File: config.mk
export PLATFORM = sky130hd
export DESIGN_NAME = byte_uart
export DESIGN_NICKNAME = d
export VERILOG_FILES = /design/src/rtl/uart_pkg.sv /design/src/rtl/uart_baud_tick.sv /design/src/rtl/uart_tx_ser.sv /design/src/rtl/uart_rx_deser.sv /design/src/rtl/uart_regs.sv /design/src/rtl/byte_uart.sv
export SDC_FILE = /design/constraint.sdc
export NUM_CORES = 1
export LEC_CHECK = 0
export ABC_AREA = 1
export ABC_CLOCK_PERIOD_IN_PS = 1620
export CAP_MARGIN = 20
export CORE_AREA = 2 2 76 85
export CTS_BUF_LIST = sky130_fd_sc_hd__clkbuf_2 sky130_fd_sc_hd__clkbuf_4 sky130_fd_sc_hd__clkbuf_8
export DETAILED_ROUTE_END_ITERATION = 10
export DIE_AREA = 0 0 78 87
export PLACE_DENSITY = 0.8
export SLEW_MARGIN = 20
export SYNTH_ARGS = -nofsm -noshare
export SYNTH_HDL_FRONTEND = slang
export SYNTH_SLANG_ARGS = --single-unit
File: constraint.sdc
create_clock -name clk_i -period 1.62 [get_ports clk_i]
set_input_delay 0.243 -clock clk_i [delete_from_list [all_inputs] [get_ports clk_i]]
set_output_delay 0.243 -clock clk_i [all_outputs]
set_load 0.005 [all_outputs]
File: src/rtl/uart_pkg.sv
package uart_pkg;
  localparam int unsigned REG_W      = 32;
  localparam int unsigned BYTE_W     = 8;
  localparam int unsigned IDX_TXD    = 0;
  localparam int unsigned IDX_RXD    = 1;
  localparam int unsigned IDX_STAT   = 5;
  localparam int unsigned ST_RX_RDY  = 0;
  localparam int unsigned ST_TX_RDY  = 1;
  localparam int unsigned FRAME_BITS = 10;

  typedef enum logic [1:0] {
    RX_IDLE,
    RX_START,
    RX_DATA,
    RX_STOP
  } rx_state_e;
endpackage

File: src/rtl/uart_baud_tick.sv
module uart_baud_tick #(
  parameter int unsigned TICK_DIV = 4
) (
  input  logic clk_i,
  input  logic rst_ni,
  output logic tick_o
);
  generate
    if (TICK_DIV <= 1) begin : g_every_clk
      assign tick_o = 1'b1;
    end else begin : g_div
      localparam int unsigned PW = $clog2(TICK_DIV);
      logic [PW-1:0] pre_q;
      always_ff @(posedge clk_i or negedge rst_ni) begin
        if (!rst_ni)                        pre_q <= '0;
        else if (pre_q == PW'(TICK_DIV-1))  pre_q <= '0;
        else                                pre_q <= pre_q + 1'b1;
      end
      assign tick_o = (pre_q == PW'(TICK_DIV-1));
    end
  endgenerate
endmodule

File: src/rtl/uart_tx_ser.sv
module uart_tx_ser
  import uart_pkg::*;
#(
  parameter int unsigned BIT_CLKS = 64
) (
  input  logic              clk_i,
  input  logic              rst_ni,
  input  logic              load_i,
  input  logic [BYTE_W-1:0] data_i,
  output logic              busy_o,
  output logic              tx_o
);
  localparam int unsigned CW = (BIT_CLKS > 1) ? $clog2(BIT_CLKS) : 1;
  localparam int unsigned BW = $clog2(FRAME_BITS);

  logic [FRAME_BITS-1:0] sh_q;
  logic [CW-1:0]         cnt_q;
  logic [BW-1:0]         left_q;
  logic                  busy_q;

  always_ff @(posedge clk_i or negedge rst_ni) begin
    if (!rst_ni) begin
      sh_q   <= '1;
      cnt_q  <= '0;
      left_q <= '0;
      busy_q <= 1'b0;
    end else if (!busy_q) begin
      if (load_i) begin
        busy_q <= 1'b1;
        sh_q   <= {1'b1, data_i, 1'b0};
        cnt_q  <= CW'(BIT_CLKS-1);
        left_q <= BW'(FRAME_BITS-1);
      end
    end else if (cnt_q == '0) begin
      if (left_q == '0) begin
        busy_q <= 1'b0;
      end else begin
        sh_q   <= {1'b1, sh_q[FRAME_BITS-1:1]};
        left_q <= left_q - 1'b1;
        cnt_q  <= CW'(BIT_CLKS-1);
      end
    end else begin
      cnt_q <= cnt_q - 1'b1;
    end
  end

  assign busy_o = busy_q;
  assign tx_o   = busy_q ? sh_q[0] : 1'b1;
endmodule

File: src/rtl/uart_rx_deser.sv
module uart_rx_deser
  import uart_pkg::*;
#(
  parameter int unsigned OVS = 16
) (
  input  logic              clk_i,
  input  logic              rst_ni,
  input  logic              tick_i,
  input  logic              rx_i,
  output logic              valid_o,
  output logic [BYTE_W-1:0] data_o
);
  localparam int unsigned CW  = $clog2(OVS);
  localparam int unsigned MID = OVS/2 - 1;

  logic [1:0]        sync_q;
  logic              rxs;
  rx_state_e         st_q;
  logic [CW-1:0]     cnt_q;
  logic [2:0]        bit_q;
  logic [BYTE_W-1:0] sh_q;
  logic              vld_q;

  always_ff @(posedge clk_i or negedge rst_ni) begin
    if (!rst_ni) sync_q <= 2'b11;
    else         sync_q <= {sync_q[0], rx_i};
  end
  assign rxs = sync_q[1];

  always_ff @(posedge clk_i or negedge rst_ni) begin
    if (!rst_ni) begin
      st_q  <= RX_IDLE;
      cnt_q <= '0;
      bit_q <= '0;
      sh_q  <= '0;
      vld_q <= 1'b0;
    end else begin
      vld_q <= 1'b0;
      if (tick_i) begin
        unique case (st_q)
          RX_IDLE: begin
            if (!rxs) begin
              st_q  <= RX_START;
              cnt_q <= '0;
            end
          end
          RX_START: begin
            if (cnt_q == CW'(MID)) begin
              cnt_q <= '0;
              bit_q <= '0;
              st_q  <= rxs ? RX_IDLE : RX_DATA;  // glitch rejection at mid-bit
            end else begin
              cnt_q <= cnt_q + 1'b1;
            end
          end
          RX_DATA: begin
            if (cnt_q == CW'(OVS-1)) begin
              cnt_q <= '0;
              sh_q  <= {rxs, sh_q[BYTE_W-1:1]};
              if (bit_q == 3'd7) st_q <= RX_STOP;
              bit_q <= bit_q + 1'b1;
            end else begin
              cnt_q <= cnt_q + 1'b1;
            end
          end
          RX_STOP: begin
            if (cnt_q == CW'(OVS-1)) begin
              cnt_q <= '0;
              vld_q <= rxs;  // bad stop bit: frame dropped
              st_q  <= RX_IDLE;
            end else begin
              cnt_q <= cnt_q + 1'b1;
            end
          end
          default: st_q <= RX_IDLE;
        endcase
      end
    end
  end

  assign valid_o = vld_q;
  assign data_o  = sh_q;
endmodule

File: src/rtl/uart_regs.sv
module uart_regs
  import uart_pkg::*;
#(
  parameter int unsigned ADDR_W = 5
) (
  input  logic              clk_i,
  input  logic              rst_ni,
  input  logic              req_i,
  input  logic              we_i,
  input  logic [ADDR_W-1:0] addr_i,
  input  logic [REG_W-1:0]  wdata_i,
  output logic [REG_W-1:0]  rdata_o,
  output logic              tx_load_o,
  output logic [BYTE_W-1:0] tx_data_o,
  input  logic              tx_busy_i,
  input  logic              rx_valid_i,
  input  logic [BYTE_W-1:0] rx_data_i,
  output logic              rx_rdy_o,
  output logic [BYTE_W-1:0] rx_hold_o,
  output logic              overrun_o
);
  localparam int unsigned IW = ADDR_W - 2;

  logic [IW-1:0]     idx;
  logic              rd_rx;
  logic              rx_rdy_q;
  logic [BYTE_W-1:0] hold_q;
  logic              ovr_q;
  logic              unused_bits;

  assign idx         = addr_i[ADDR_W-1:2];
  assign unused_bits = ^{addr_i[1:0], wdata_i[REG_W-1:BYTE_W]};
  assign rd_rx       = req_i && !we_i && (idx == IW'(IDX_RXD));

  assign tx_load_o = req_i && we_i && (idx == IW'(IDX_TXD)) && !tx_busy_i;
  assign tx_data_o = wdata_i[BYTE_W-1:0];

  always_ff @(posedge clk_i or negedge rst_ni) begin
    if (!rst_ni) begin
      rx_rdy_q <= 1'b0;
      hold_q   <= '0;
      ovr_q    <= 1'b0;
    end else begin
      if (rx_valid_i) begin
        if (!rx_rdy_q) begin
          hold_q   <= rx_data_i;
          rx_rdy_q <= 1'b1;
        end else begin
          ovr_q <= 1'b1;
        end
      end
      if (rd_rx) rx_rdy_q <= 1'b0;
    end
  end

  always_comb begin
    rdata_o = '0;
    if (req_i && !we_i) begin
      if (idx == IW'(IDX_RXD)) begin
        rdata_o[BYTE_W-1:0] = hold_q;
      end else if (idx == IW'(IDX_STAT)) begin
        rdata_o[ST_RX_RDY] = rx_rdy_q;
        rdata_o[ST_TX_RDY] = !tx_busy_i;
      end
    end
  end

  assign rx_rdy_o  = rx_rdy_q;
  assign rx_hold_o = hold_q;
  assign overrun_o = ovr_q;
endmodule

File: src/rtl/byte_uart.sv
module byte_uart
  import uart_pkg::*;
#(
  parameter int unsigned ADDR_W   = 5,
  parameter int unsigned TICK_DIV = 4,
  parameter int unsigned OVS      = 16
) (
  input  logic              clk_i,
  input  logic              rst_ni,
  input  logic              req_i,
  input  logic              we_i,
  input  logic [ADDR_W-1:0] addr_i,
  input  logic [31:0]       wdata_i,
  output logic [31:0]       rdata_o,
  output logic              tx_o,
  input  logic              rx_i,
  output logic              overrun_o
);
  localparam int unsigned BIT_CLKS = TICK_DIV * OVS;

  logic              tick;
  logic              tx_load;
  logic [BYTE_W-1:0] tx_data;
  logic              tx_busy;
  logic              rx_valid;
  logic [BYTE_W-1:0] rx_data;
  logic              rx_rdy;
  logic [BYTE_W-1:0] rx_hold;

  uart_baud_tick #(.TICK_DIV(TICK_DIV)) u_tick (
    .clk_i (clk_i),
    .rst_ni(rst_ni),
    .tick_o(tick)
  );

  uart_tx_ser #(.BIT_CLKS(BIT_CLKS)) u_tx (
    .clk_i (clk_i),
    .rst_ni(rst_ni),
    .load_i(tx_load),
    .data_i(tx_data),
    .busy_o(tx_busy),
    .tx_o  (tx_o)
  );

  uart_rx_deser #(.OVS(OVS)) u_rx (
    .clk_i  (clk_i),
    .rst_ni (rst_ni),
    .tick_i (tick),
    .rx_i   (rx_i),
    .valid_o(rx_valid),
    .data_o (rx_data)
  );

  uart_regs #(.ADDR_W(ADDR_W)) u_regs (
    .clk_i     (clk_i),
    .rst_ni    (rst_ni),
    .req_i     (req_i),
    .we_i      (we_i),
    .addr_i    (addr_i),
    .wdata_i   (wdata_i),
    .rdata_o   (rdata_o),
    .tx_load_o (tx_load),
    .tx_data_o (tx_data),
    .tx_busy_i (tx_busy),
    .rx_valid_i(rx_valid),
    .rx_data_i (rx_data),
    .rx_rdy_o  (rx_rdy),
    .rx_hold_o (rx_hold),
    .overrun_o (overrun_o)
  );
endmodule

==> results.rst, run 1 <==
.. list-table::
   :header-rows: 1

   * - Metric
     - Value
   * - Sequential standard cell area
     - 1320 µm²
   * - Clock-pin transition on the worst setup and hold timing paths
     - 0.10 ns
   * - Crit path cell chain
     - inv_2 > or2_2 > dlygate4sd2_1
   * - Most repeated cell in the gate-level netlist after synthesis
     - sky130_fd_sc_hd__nand2_1
   * - Wirelength, routed
     - 4910 µm
   * - GRT met2 Usage
     - 27.5%
   * - Path category of the worst min-delay check
     - input pin to flip-flop
   * - Share of synthesized flip-flops with an asynchronous set or reset
     - 100%
   * - Placement Rows
     - 30
   * - Share of the synthesized area in compound gates (AO/OA/AOI/OAI)
     - 8.86%
   * - Final HPWL DP
     - 3590 µm
   * - Initial detailed-routing violation count
     - 89
   * - Final sum of negative setup slack
     - 0 ns
   * - Max-capacitance violation count
     - 0
   * - Placeable core area
     - 6010 µm²
   * - Primary flip-flop cell chosen by synthesis mapping
     - sky130_fd_sc_hd__dfrtp_1
   * - Netlist area before placement
     - 2850 µm²
   * - Critical Path Source Type
     - flip-flop
   * - Instance area at placement
     - 3190 µm²
   * - Run status
     - completed
   * - H-tree Lvls
     - 2
   * - Part of the Yosys area used for sequential elements
     - 46.1%
   * - Iteration count of the initial detailed-routing pass
     - 4
   * - Via count of the first global-routing pass
     - 1937
   * - Non-filler instance count after layout
     - 459
   * - Most used routing layer in global routing
     - met2
   * - Final period demand of the worst path
     - 1.54 ns
   * - Worst hold margin
     - 0.344 ns
   * - Setup Skew
     - 0.0128 ns
   * - Data arrival, critical path
     - 1.30 ns
   * - # clock sinks
     - 52
   * - CTS Buf Count
     - 5
   * - Area share of the largest cell type after synthesis
     - 36.0%
   * - Maximum number of pins on one net before global-route repair
     - 34
   * - Share of cells above drive strength 1
     - 21.6%
   * - Type of destination of the critical path
     - output pin
   * - Register bit total from synthesis
     - 52
   * - Leakage power
     - 1.69 nW
   * - Category of cells accounting for the largest share of critical-path delay
     - flip-flops
   * - Number of setup violations in the final report
     - 0
   * - Synth-to-Final Area Change
     - 17.9%
   * - Buf/Inv on CP
     - 2
   * - Antenna violations before repair
     - 0
   * - Power Dens Cells
     - 1300 nW/µm²
   * - Cell with the largest stage delay on the worst path
     - sky130_fd_sc_hd__dfrtp_1
   * - First-pass GRT wire length
     - 8220 µm
   * - Final hold violations
     - 0
   * - Type of the worst setup path
     - flip-flop to output pin
   * - Clk Tree Root Cell
     - sky130_fd_sc_hd__clkbuf_8
   * - Floorplan die width
     - 78 µm
   * - Most common library cells after synthesis
     - 82 x sky130_fd_sc_hd__nand2_1, 41 x sky130_fd_sc_hd__dfrtp_1, 38 x sky130_fd_sc_hd__inv_1
   * - Die boundary height
     - 87 µm
   * - I/O pins
     - 76
   * - DR vias/cell
     - 4.65
   * - Initial Utilization
     - 47.5%
   * - DRT antenna net count
     - 0
   * - CTS max path bufs
     - 2
   * - Total of warnings raised by yosys
     - 0
   * - Total overflow reported by the global router
     - 0
   * - Maximum fanout along the worst path
     - 6
   * - Synthesized instance count
     - 332
   * - Crit path required time
     - 1.38 ns
   * - Routed wire length per instance
     - 10.7 µm
   * - Final max-slew violation count
     - 0
   * - Number of flops mapped to enable cells by yosys
     - 0
   * - Max stage delay on crit path
     - 0.37 ns
   * - Gpl congestion
     - 0.833
   * - Highest clock frequency the design can meet
     - 647 MHz
   * - GR Layer Usage met3
     - 2.49%
   * - Global routing met1 resource utilization
     - 17.7%
   * - Share of synthesized cell area in full adder, half adder and majority cells
     - 5.27%
   * - Die area
     - 6790 µm²
   * - Cell variety after synth
     - 35
   * - Synthesized-area fraction occupied by xor and xnor cells
     - 0.921%
   * - Footprint of the multi-input gates
     - 1280 µm²
   * - Residual DRC count
     - 0
   * - Share of cell area taken by muxes after synthesis
     - 3.20%
   * - Simple-gate area share of the yosys netlist
     - 22.4%
   * - Peak supply drop
     - 0.641 mV
   * - Mapped Avg Cell Area
     - 8.59 µm²
   * - Overall via count from detail_route
     - 2136
   * - Synth top area cells
     - sky130_fd_sc_hd__dfrtp_1 36%, sky130_fd_sc_hd__nand2_1 11%, sky130_fd_sc_hd__dfstp_2 10%
   * - Layout Cell Area excl Fill
     - 3360 µm²
   * - Share of the cycle needed by the critical path after routing
     - 95.3%
   * - Clock tree from TritonCTS
     - yes
   * - Nets
     - 432
   * - Main combinational cell family by area after synthesis
     - simple AND/OR/NAND/NOR gates
   * - Cell total after placement
     - 443
   * - Number of inserted diodes
     - 0
   * - Clock insertion delay at the later pin of the skew report
     - 0.31 ns
   * - Yosys top cell by area
     - sky130_fd_sc_hd__dfrtp_1
   * - GRT Total Usage
     - 15.0%
   * - Number of fill cells in the layout
     - 547
   * - # port buffers
     - 25
flip-flops by register name, indices dropped and copies added, names as in the netlist, named ones only:
register	cells
u_tx.sh_q	9
u_regs.rx_hold_o	8
u_rx.data_o	8
u_tx.cnt_q	6
u_rx.cnt_q	4
u_tx.left_q	4
u_rx.bit_q	3
u_rx.sync_q	2
u_tick.g_div.pre_q	2
u_regs.overrun_o	1
u_regs.rx_rdy_o	1
u_rx.st_q	1
u_rx.valid_o	1
u_tx.busy_o	1
area by class of cell:
class / count / area share (%)
repair buffers: 45 / 12.0
clock buffers: 5 / 2.05
multi-input cells: 235 / 38.1
well taps: 80 / 2.98
inverters: 39 / 4.35
flip-flops and latches: 52 / 39.1
clock inverters: 3 / 1.38
kinds of logic after synthesis:
family                     Yosys count
AOI/OAI and AO/OA                   41
xor gates and xnor gates             3
adders and majority gates           12
buffers and inverters               69
DFF                                 52
muxes                                9
other                                1
and+or+nand+nor                    145
cell usage in the layout (no fill, tap or decap), types with 3 or more instances in the layout:
master and n:
sky130_fd_sc_hd__dfstp_2 11, sky130_fd_sc_hd__dlygate4sd2_1 5, sky130_fd_sc_hd__inv_1 34, sky130_fd_sc_hd__buf_12 3, sky130_fd_sc_hd__nor2_1 24, sky130_fd_sc_hd__inv_2 5
sky130_fd_sc_hd__dfrtp_1 41, sky130_fd_sc_hd__conb_1 24, sky130_fd_sc_hd__buf_4 16, sky130_fd_sc_hd__nor2_2 7, sky130_fd_sc_hd__ha_1 12, sky130_fd_sc_hd__nand3_1 18
sky130_fd_sc_hd__clkbuf_8 5, sky130_fd_sc_hd__o21ai_2 11, sky130_fd_sc_hd__nand2_1 81, sky130_fd_sc_hd__clkdlybuf4s50_1 10, sky130_fd_sc_hd__mux2i_1 8, sky130_fd_sc_hd__o21ai_0 15
sky130_fd_sc_hd__o21ai_1 10, sky130_fd_sc_hd__buf_2 7, sky130_fd_sc_hd__nand4_1 3
metrics by stage:
stage          util [%]  worst slack (ns)  total power [W]
3_5_place_dp       53.1            -0.475          0.00340
2_1_floorplan         -             0.239          0.00305
3_3_place_gp       53.1            -0.381          0.00334
4_1_cts            55.1           0.00599          0.00433
5_1_grt            56.0          -0.00418          0.00471
6_report           56.0            0.0755          0.00436
per-layer routing:
metal	vias to the layer above	routed length, µm
li1	1097	-
met5	-	0
met2	33	2520
met1	1000	2170
met4	0	80
met3	6	139
path summary, 6_finish.rpt:
path	cells past startpoint	end	startpoint	slack [ns]
max	3	tx_o	u_tx.busy_o	0.08
min	1	u_rx.sync_q[0]	rx_i	0.34
max reg2reg	8	u_tx.sh_q[5]	u_tx.cnt_q[0]	0.09
min reg2reg	0	u_rx.sync_q[1]	u_rx.sync_q[0]	0.36
max in group asynchronous	3	u_tx.sh_q[8]	rst_ni	0.62
min in group asynchronous	2	u_rx.data_o[6]	rst_ni	0.41
what timing repair did:
action                                  4_1_cts  5_1_grt
gates resized for setup                      42        5
pin swaps                                     4        3
buffers inserted                              3        4
hold buffers                                  1        0
gates cloned                                  0        1
hold endpoints to repair                     13        0
endpoints found under the setup margin        9       14
power by group:
part / switching, W / total (W) / internal [W]
Combinational: 0.000900 / 0.00160 / 0.000700
Clock: 0.000442 / 0.000908 / 0.000466
Sequential: 0.000210 / 0.00185 / 0.00165
(Power assumes the default switching activity.)
==> inputs of run 2 (changes only) <==
--- a/config.mk
+++ b/config.mk
@@ -13,6 +13,7 @@
 export DETAILED_ROUTE_END_ITERATION = 10
 export DIE_AREA = 0 0 78 87
 export PLACE_DENSITY = 0.8
+export REMOVE_ABC_BUFFERS = 1
 export SLEW_MARGIN = 20
 export SYNTH_ARGS = -nofsm -noshare
 export SYNTH_HDL_FRONTEND = slang
==> run 2 against run 1 <==
  * Die area stayed put
  * Utilization is 0.92 points lower
  * Worst setup slack better by 0.028 ns
  * Cell area is 1.6% lower
  * Combinational power hardly changed
  * Critical endpoint is now rdata_o[1]
  * Highest routed layer unchanged
==> results.rst, run 2 (synthesis gave the netlist of run 1 again) <==
.. list-table::
   :header-rows: 1

   * - Metric
     - Value
   * - DRT antenna net count
     - 0 (unchanged)
   * - Clock tree from TritonCTS
     - yes (unchanged)
   * - GRT Total Usage
     - 15.4% (was 15.0%)
   * - Final HPWL DP
     - 3790 µm (was 3590 µm)
   * - Residual DRC count
     - 0 (unchanged)
   * - Share of the cycle needed by the critical path after routing
     - 93.6% (was 95.3%)
   * - Final hold violations
     - 0 (unchanged)
   * - Crit path required time
     - 1.38 ns (about the same)
   * - Setup Skew
     - 0.0110 ns (was 0.0128 ns)
   * - Placement Rows
     - 30 (unchanged)
   * - Via count of the first global-routing pass
     - 2000 (was 1937)
   * - Number of setup violations in the final report
     - 0 (unchanged)
   * - Nets
     - 430 (was 432)
   * - Maximum number of pins on one net before global-route repair
     - 33 (was 34)
   * - CTS Buf Count
     - 5 (unchanged)
   * - Overall via count from detail_route
     - 2157 (was 2136)
   * - Total overflow reported by the global router
     - 0 (unchanged)
   * - Power Dens Cells
     - 1250 nW/µm² (was 1300 nW/µm²)
   * - Max stage delay on crit path
     - 0.28 ns (was 0.37 ns)
   * - Final max-slew violation count
     - 0 (unchanged)
   * - Antenna violations before repair
     - 0 (unchanged)
   * - Die boundary height
     - 87 µm (unchanged)
   * - CTS max path bufs
     - 2 (unchanged)
   * - Share of cells above drive strength 1
     - 21.0% (was 21.6%)
   * - Die area
     - 6790 µm² (unchanged)
   * - # port buffers
     - 25 (unchanged)
   * - Floorplan die width
     - 78 µm (unchanged)
   * - Post-Place Worst Slack
     - -0.421 ns (was -0.475 ns)
   * - Final sum of negative setup slack
     - 0 ns (unchanged)
   * - Cell with the largest stage delay on the worst path
     - sky130_fd_sc_hd__dlygate4sd2_1 (was sky130_fd_sc_hd__dfrtp_1)
   * - Max-capacitance violation count
     - 0 (unchanged)
   * - Commonest non-fill, non-tap cells in the layout
     - 82 x sky130_fd_sc_hd__nand2_1, 41 x sky130_fd_sc_hd__dfrtp_1, 34 x sky130_fd_sc_hd__inv_1, 25 x sky130_fd_sc_hd__nor2_1, 24 x sky130_fd_sc_hd__conb_1 (was 81 x sky130_fd_sc_hd__nand2_1, 41 x sky130_fd_sc_hd__dfrtp_1, 34 x sky130_fd_sc_hd__inv_1, 24 x sky130_fd_sc_hd__nor2_1, 24 x sky130_fd_sc_hd__conb_1)
   * - Data arrival, critical path
     - 1.27 ns (was 1.30 ns)
   * - DR vias/cell
     - 4.72 (was 4.65)
   * - Most common library cell in the layout ignoring fill and taps
     - sky130_fd_sc_hd__nand2_1 (unchanged)
   * - Utilization after layout
     - 55.1% (was 56.0%)
   * - Crit path cell chain
     - dlygate4sd2_1 > nor3_2 > nand2_1 > buf_4 > inv_2 > nand2_1 > nand2_1 > clkdlybuf4s15_2 (was inv_2 > or2_2 > dlygate4sd2_1)
   * - Clk Tree Root Cell
     - sky130_fd_sc_hd__clkbuf_8 (unchanged)
   * - Path category of the worst min-delay check
     - input pin to asynchronous set/reset pin (was input pin to flip-flop)
   * - Category of cells accounting for the largest share of critical-path delay
     - buffers and inverters (was flip-flops)
   * - Peak supply drop
     - 0.538 mV (was 0.641 mV)
   * - Buf/Inv on CP
     - 4 (was 2)
   * - Initial Utilization
     - 47.5% (unchanged)
   * - Cell total after placement
     - 443 (unchanged)
   * - Gpl congestion
     - 0.780 (was 0.833)
   * - Leakage power
     - 1.67 nW (was 1.69 nW)
   * - Max FFs per register
     - 9 (unchanged)
   * - FF-to-FF setup slack
     - 0.11 ns (was 0.09 ns)
   * - Placeable core area
     - 6010 µm² (unchanged)
   * - Cell type with the highest occurrence count on the critical path
     - sky130_fd_sc_hd__nand2_1
   * - Clock-pin transition on the worst setup and hold timing paths
     - 0.09 ns (was 0.10 ns)
   * - Type of destination of the critical path
     - output pin (unchanged)
   * - Routed wire length per instance
     - 11.0 µm (was 10.7 µm)
   * - Setup WS post-layout
     - 0.104 ns (was 0.0755 ns)
   * - Critical Path Source Type
     - input pin (was flip-flop)
   * - First-pass GRT wire length
     - 8490 µm (was 8220 µm)
   * - Largest register by flop count
     - u_tx.sh_q (unchanged)
   * - Iteration count of the initial detailed-routing pass
     - 4 (unchanged)
   * - Type of the worst setup path
     - input pin to output pin (was flip-flop to output pin)
   * - Synth-to-Final Area Change
     - 16.0% (was 17.9%)
   * - Run status
     - completed (unchanged)
   * - Wirelength, routed
     - 5020 µm (was 4910 µm)
   * - Non-filler instance count after layout
     - 457 (was 459)
   * - Highest clock frequency the design can meet
     - 660 MHz (was 647 MHz)
   * - I/O pins
     - 76 (unchanged)
   * - H-tree Lvls
     - 2 (unchanged)
   * - Maximum fanout along the worst path
     - 3 (was 6)
   * - Initial detailed-routing violation count
     - 144 (was 89)
   * - # clock sinks
     - 52 (unchanged)
   * - Number of inserted diodes
     - 0 (unchanged)
   * - Clock insertion delay at the later pin of the skew report
     - 0.30 ns (was 0.31 ns)
   * - Final period demand of the worst path
     - 1.52 ns (was 1.54 ns)
[run 2: timing repair]
item                                    4_1_cts  5_1_grt
pin swaps                                     3        3
endpoints found under the setup margin        9       16
endpoints found under the hold margin        27        0
gates resized for setup                      43        5
gates cloned                                  0        1
buffers inserted                              4        1
hold buffers                                  1        0
[run 2: power by group]
group          switching (W)  total (W)  internal (W)
combinational       0.000912    0.00157      0.000660
sequential          0.000207    0.00185       0.00165
clock               0.000419   0.000721      0.000302
[run 2: final timing paths]
check,startpoint,end,cells after the start
max in group asynchronous,rst_ni,u_rx.sync_q[1],3
setup / recovery,addr_i[3],rdata_o[1],8
hold / removal,rst_ni,u_regs.rx_hold_o[1],2
min in group clk_i,rx_i,u_rx.sync_q[0],1
setup reg to reg,u_tx.cnt_q[0],u_tx.sh_q[6],8
hold reg to reg,u_rx.sync_q[0],u_rx.sync_q[1],0
[run 2: area by class of cell]
class | instances | area (µm²)
sequential | 52 | 1320
multi-input combinational | 235 | 1290
tap | 80 | 100
fill | 548 | 2700
clock buffer | 5 | 68.8
timing repair buffer | 43 | 370
inverter | 39 | 146
clock inverter | 3 | 18.8
[run 2: layer usage]
| layer | global-route usage, % | share of wire, % | up-vias | wire length, µm |
|---|---|---|---|---|
| met5 | 0 | 0 | - | 0 |
| met3 | 2.80 | 2.8 | 4 | 140 |
| met4 | 4.78 | 0.74 | 0 | 37 |
| met2 | 28.1 | 52 | 34 | 2600 |
| li1 | - | - | 1093 | - |
| met1 | 18.6 | 45 | 1026 | 2240 |
[run 2: metrics by stage]
stage	hold slack (ns)	total power, W	instance area (µm²)
final	0.290	0.00414	3310
after global routing	0.285	0.00452	3310
after CTS	0.289	0.00413	3270
after detailed placement	0.0834	0.00340	3180
after global placement	0.0797	0.00332	3180
after floorplan	-0.0526	0.00296	2710
==> inputs of run 3 (changes only) <==
--- a/config.mk
+++ b/config.mk
@@ -10,6 +10,7 @@
 export CAP_MARGIN = 20
 export CORE_AREA = 2 2 76 85
 export CTS_BUF_LIST = sky130_fd_sc_hd__clkbuf_2 sky130_fd_sc_hd__clkbuf_4 sky130_fd_sc_hd__clkbuf_8
+export CTS_CLUSTER_DIAMETER = 150
 export DETAILED_ROUTE_END_ITERATION = 10
 export DIE_AREA = 0 0 78 87
 export PLACE_DENSITY = 0.8
==> results of run 3 <==
Same layout as run 2: the final DEF is identical, and so are final timing and power.
